## config.mk

```make
export PLATFORM = sky130hd
export DESIGN_NAME = page_window_xlat
export DESIGN_NICKNAME = d
export VERILOG_FILES = /design/src/rtl/page_window_xlat.sv
export SDC_FILE = /design/constraint.sdc
export NUM_CORES = 1
export LEC_CHECK = 0
export ABC_AREA = 1
export CELL_PAD_IN_SITES_DETAIL_PLACEMENT = 0
export CELL_PAD_IN_SITES_GLOBAL_PLACEMENT = 1
export CORE_AREA = 5 5 73 75
export DETAILED_ROUTE_END_ITERATION = 10
export DIE_AREA = 0 0 78 80
export HOLD_SLACK_MARGIN = 0.08
export PLACE_DENSITY_LB_ADDON = 0.1
export SYNTH_ARGS = -nofsm -noshare
export SYNTH_HDL_FRONTEND = slang
export SYNTH_SLANG_ARGS = --single-unit
```

## constraint.sdc

```tcl
create_clock -name clk -period 1.3 [get_ports clk]
set_clock_uncertainty 0.05 [all_clocks]
set_input_delay 0.195 -clock clk [delete_from_list [all_inputs] [get_ports clk]]
set_output_delay 0.195 -clock clk [all_outputs]
set_load 0.1 [all_outputs]
```

## src/rtl/page_window_xlat.sv

```systemverilog
module page_window_xlat #(
  parameter logic [7:0]  PORT_BASE = 8'hD2,
  parameter logic [15:0] PROM_BASE = 16'hF000,
  parameter int          PROM_KB   = 4,
  parameter logic [7:0]  LO_RESET  = 8'h00,
  parameter logic [7:0]  HI_RESET  = 8'h0C
) (
  input  logic        clk,
  input  logic        rst_n,
  input  logic [15:0] cpu_addr,
  input  logic        bus_mem,
  input  logic        bus_wr,
  input  logic [7:0]  cpu_data,
  input  logic [7:0]  io_port,
  output logic [23:0] bus_addr,
  output logic        prom_sel,
  output logic [3:0]  addr_led
);
  localparam logic [6:0] KB_FIRST = {1'b0, PROM_BASE[15:10]};
  localparam logic [6:0] KB_END   = KB_FIRST + 7'(PROM_KB);

  logic [7:0] page_lo, page_hi;
  logic [7:0] sel_page;
  logic       io_wr, wr_lo, wr_hi, in_prom;
  logic [6:0] kb_idx;

  assign io_wr = !bus_mem && bus_wr;
  assign wr_lo = io_wr && (io_port == PORT_BASE);
  assign wr_hi = io_wr && (io_port == PORT_BASE + 8'd1);

  always_ff @(posedge clk) begin
    if (!rst_n) begin
      page_lo <= LO_RESET;
      page_hi <= HI_RESET;
    end else begin
      if (wr_lo) page_lo <= cpu_data;
      if (wr_hi) page_hi <= cpu_data;
    end
  end

  assign sel_page = cpu_addr[15] ? page_hi : page_lo;
  assign kb_idx   = {1'b0, cpu_addr[15:10]};
  assign in_prom  = (kb_idx >= KB_FIRST) && (kb_idx < KB_END);

  assign bus_addr = bus_mem ? {4'h0, sel_page[7:2], cpu_addr[13:0]}
                            : {16'h0000, io_port};
  assign prom_sel = bus_mem && !bus_wr && !page_hi[0] && in_prom;
  assign addr_led = bus_addr[19:16];

  logic past_ok;
  always_ff @(posedge clk) begin
    if (!rst_n) past_ok <= 1'b0;
    else        past_ok <= 1'b1;
  end


  boot_prom_chk: assert property (@(posedge clk) disable iff (!rst_n)
    (!past_ok && bus_mem && !bus_wr && cpu_addr[15:12] == 4'hF) |-> prom_sel);


  lo_load_chk: assert property (@(posedge clk) disable iff (!rst_n)
    (past_ok && $past(wr_lo) && bus_mem && !cpu_addr[15])
      |-> (bus_addr[19:14] == $past(cpu_data[7:2])));


  hi_load_chk: assert property (@(posedge clk) disable iff (!rst_n)
    (past_ok && $past(wr_hi) && bus_mem && cpu_addr[15])
      |-> (bus_addr[19:14] == $past(cpu_data[7:2])));


  prom_off_chk: assert property (@(posedge clk) disable iff (!rst_n)
    (past_ok && $past(wr_hi && cpu_data[0])) |-> !prom_sel);


  prom_rd_chk: assert property (@(posedge clk) disable iff (!rst_n)
    prom_sel |-> (bus_mem && !bus_wr));


  io_addr_chk: assert property (@(posedge clk) disable iff (!rst_n)
    !bus_mem |-> (bus_addr[23:8] == 16'h0000));


  top_zero_chk: assert property (@(posedge clk) disable iff (!rst_n)
    bus_addr[23:20] == 4'h0);
endmodule

```

==> run_results.csv <==
group,metric,value,unit
clocking,clk_latency,0.25,ns
clocking,cts_num_sinks,13,
power,switchingPower,724,uW
logic_synthesis,netlist_instances,161,
floorplanning,io_pins,65,
detailed_routing,dr.pass1.iters,4,
setup_path,arrival,1.06,ns
floorplanning,die_area,6240,sq um
clocking,clk_pin_slew_worst_paths,0.06,ns
timing,hold_slack,0.371,ns
floorplanning,core_area,4600,sq um
timing,timing.fmax,0.768,GHz
layout,final_util,49.1,%
layout,nNetsFinal,274,
clocking,cts_buffers,3,
floorplanning,placementRows,25,
timing,period_minus_slack,1.30,ns
setup_path,critPathBufInv,1,
detailed_routing,vias,1253,
placed_design,post-dp-hpwl,2930,um
grt,grt_pass1_vias,1305,
setup_path,cp_top_family,"flip-flops",
setup_path,critPathMaxFanout,2,
power,power.total,1700,uW
power,total_leakage_power,0.000981,uW
floorplanning,die_w,78,um
floorplanning,die_y,80,um
timing,rsz0062_at_grt,"yes",
logic_synthesis,yosysWarningCount,0,
power,vdd_ir_drop_max,0.000458,V
status,status,"complete, but fails checks",
setup_path,end_kind,"output port",
timing,hold_violations,0,
timing,slew_violations,0,
detailed_routing,routedWlPerCell,12.4,um
status,violations,"negative setup slack",
detailed_routing,drc,0,
clocking,root_buffer,"clkbuf_8",
timing,timing.setup.tns,-0.00169,ns
grt,antenna_found_initial,0,
clocking,cts_tree,"built",
clocking,htreeDepth,1,
grt,overflow,0,
logic_synthesis,post_synth.cell_area_avg,6.02,sq um
power,clkPwrFrac,22.0,%
layout,syn_to_final_growth,133,%
grt,grt_usage,11.9,%
timing,setup_viol,1,
placed_design,portBuffers,59,
logic_synthesis,syn_area,970,sq um
hold_path,hp-class,"in2reg",
detailed_routing,drt_iter0_markers,54,
setup_path,slowest_stage,"dfxtp_2",
grt,grt_pass1_wl,5910,um
timing,timing.final.crit_share,100,%
detailed_routing,final_antenna_net_count,0,
grt,grt_max_degree,16,
layout,drive_gt1_share,42.2,%
setup_path,cp_slowest_stage_delay,0.33,ns
logic_synthesis,ys_ff_latch,13,
placed_design,gp_congestion,0.783,
detailed_routing,routed_wl,3610,um
power,power.internal,971,uW
setup_path,required,1.05,ns
detailed_routing,routed_via_density,4.31,
timing,setup_ws,-0.00169,ns
power,p_per_area,751,nW/um^2
setup_path,start_kind,"flop",
logic_synthesis,synth_cell_types,18,
floorplanning,initial_core_util,21.1,%
placed_design,place_ws,-0.531,ns
power,power_frac_seq,23.6,%
power,power_frac_comb,54.4,%
clocking,cts_buffer_depth,2,
logic_synthesis,yosysSeqAreaShare,26.8,%
power,swShare,42.7,%
layout,diodes,0,
flow_run,maxCapViolCount,0,
setup_path,crit_chain,"nor4_4 > buf_12",
setup_path,crit_type,"reg2out",
## metal layers
layer | GRT usage (%) | vias to the layer above | share of wire (%)
met4 | 3.21 | 0 | 2.0
met1 | 12.4 | 570 | 37
li1 | - | 647 | -
met5 | 0 | - | 0
met3 | 3.50 | 8 | 4.8
met2 | 22.7 | 28 | 57
## cell usage in the layout (no fill, tap or decap), types with 2 or more instances in the layout
cell type,count
buf_12,27
buf_4,17
buf_6,2
clkbuf_16,2
clkbuf_2,2
clkbuf_8,3
clkdlybuf4s50_1,20
clkinvlp_4,6
conb_1,4
dfxtp_1,8
dfxtp_2,5
dlygate4sd2_1,9
inv_1,11
inv_2,4
nand2_1,34
nand3_1,3
nand3_2,3
nand4_1,11
nor2_1,34
nor2_4,10
o21ai_2,8
o21ai_4,4
## layout make-up
type | count | area [sq um]
fillers | 484 | 2340
repair buffers | 82 | 1070
multi-input cells | 116 | 703
flip-flops and latches | 13 | 267
inverters | 22 | 108
well taps | 54 | 67.6
clock buffers | 4 | 45.0
## path summary, 6_finish.rpt
| check | from | to | slack (ns) | cells past startpoint |
|---|---|---|---|---|
| setup / recovery | page_hi[0] | prom_sel | -0.002 | 2 |
| hold / removal | bus_wr | page_hi[2] | 0.37 | 5 |
| setup reg to reg | page_lo[4] | page_lo[4] | 0.67 | 2 |
| hold reg to reg | page_hi[4] | page_hi[4] | 0.43 | 2 |
## Yosys cell counts
cell / number / area share, %
o21ai_0: 12 / 6.2
inv_1: 21 / 8.1
buf_2: 2 / 1.0
nor4_1: 1 / 0.65
nor2_8: 1 / 2.1
nand4_2: 1 / 1.3
dfxtp_1: 13 / 27
nand3_2: 2 / 2.1
buf_6: 1 / 1.2
nand2_1: 36 / 14
nand4_1: 11 / 7.1
buf_1: 1 / 0.39
buf_4: 9 / 7.0
nand3_1: 4 / 2.1
inv_2: 1 / 0.39
conb_1: 1 / 0.39
nor2_4: 3 / 3.5
nor2_1: 41 / 16
## power by group through the flow
| stage | sequential, uW | clock [uW] | combinational (uW) |
|---|---|---|---|
| floorplan | 408 | 0 | 540 |
| global placement | 408 | 0 | 881 |
| detailed placement | 408 | 0 | 885 |
| CTS | 399 | 394 | 893 |
| global route | 399 | 411 | 960 |
| finish | 399 | 373 | 922 |
## worst min-delay path, cell delays in order
cell	delay, ns
clkbuf_2	0.13
nand4_2	0.12
nor2_4	0.07
nand2_1	0.06
nand3_1	0.05
## flip-flops by register name, summed over array words and instances (netlist names)
name,flops
page_lo,6
page_hi,7
## metrics by stage
step	cell area (sq um)	std cells
2_1_floorplan	1170	164
3_3_place_gp	2060	279
3_5_place_dp	2060	279
4_1_cts	2140	283
5_1_grt	2260	291
6_report	2260	291
## kinds of logic after synthesis
family	share of synthesized area, %
flip-flops	26.8
other	0.387
AND/OR/NAND/NOR	48.5
AO/OA/AOI/OAI	6.19
buffers and inverters	18.1
## timing repair
item,4_1_cts,5_1_grt
hold buffers,0,0
setup buffers,0,6
endpoints found under the setup margin,38,26
pin swaps,10,9
gates cloned,0,2
resized for setup,40,16
(Power assumes the default switching activity.)
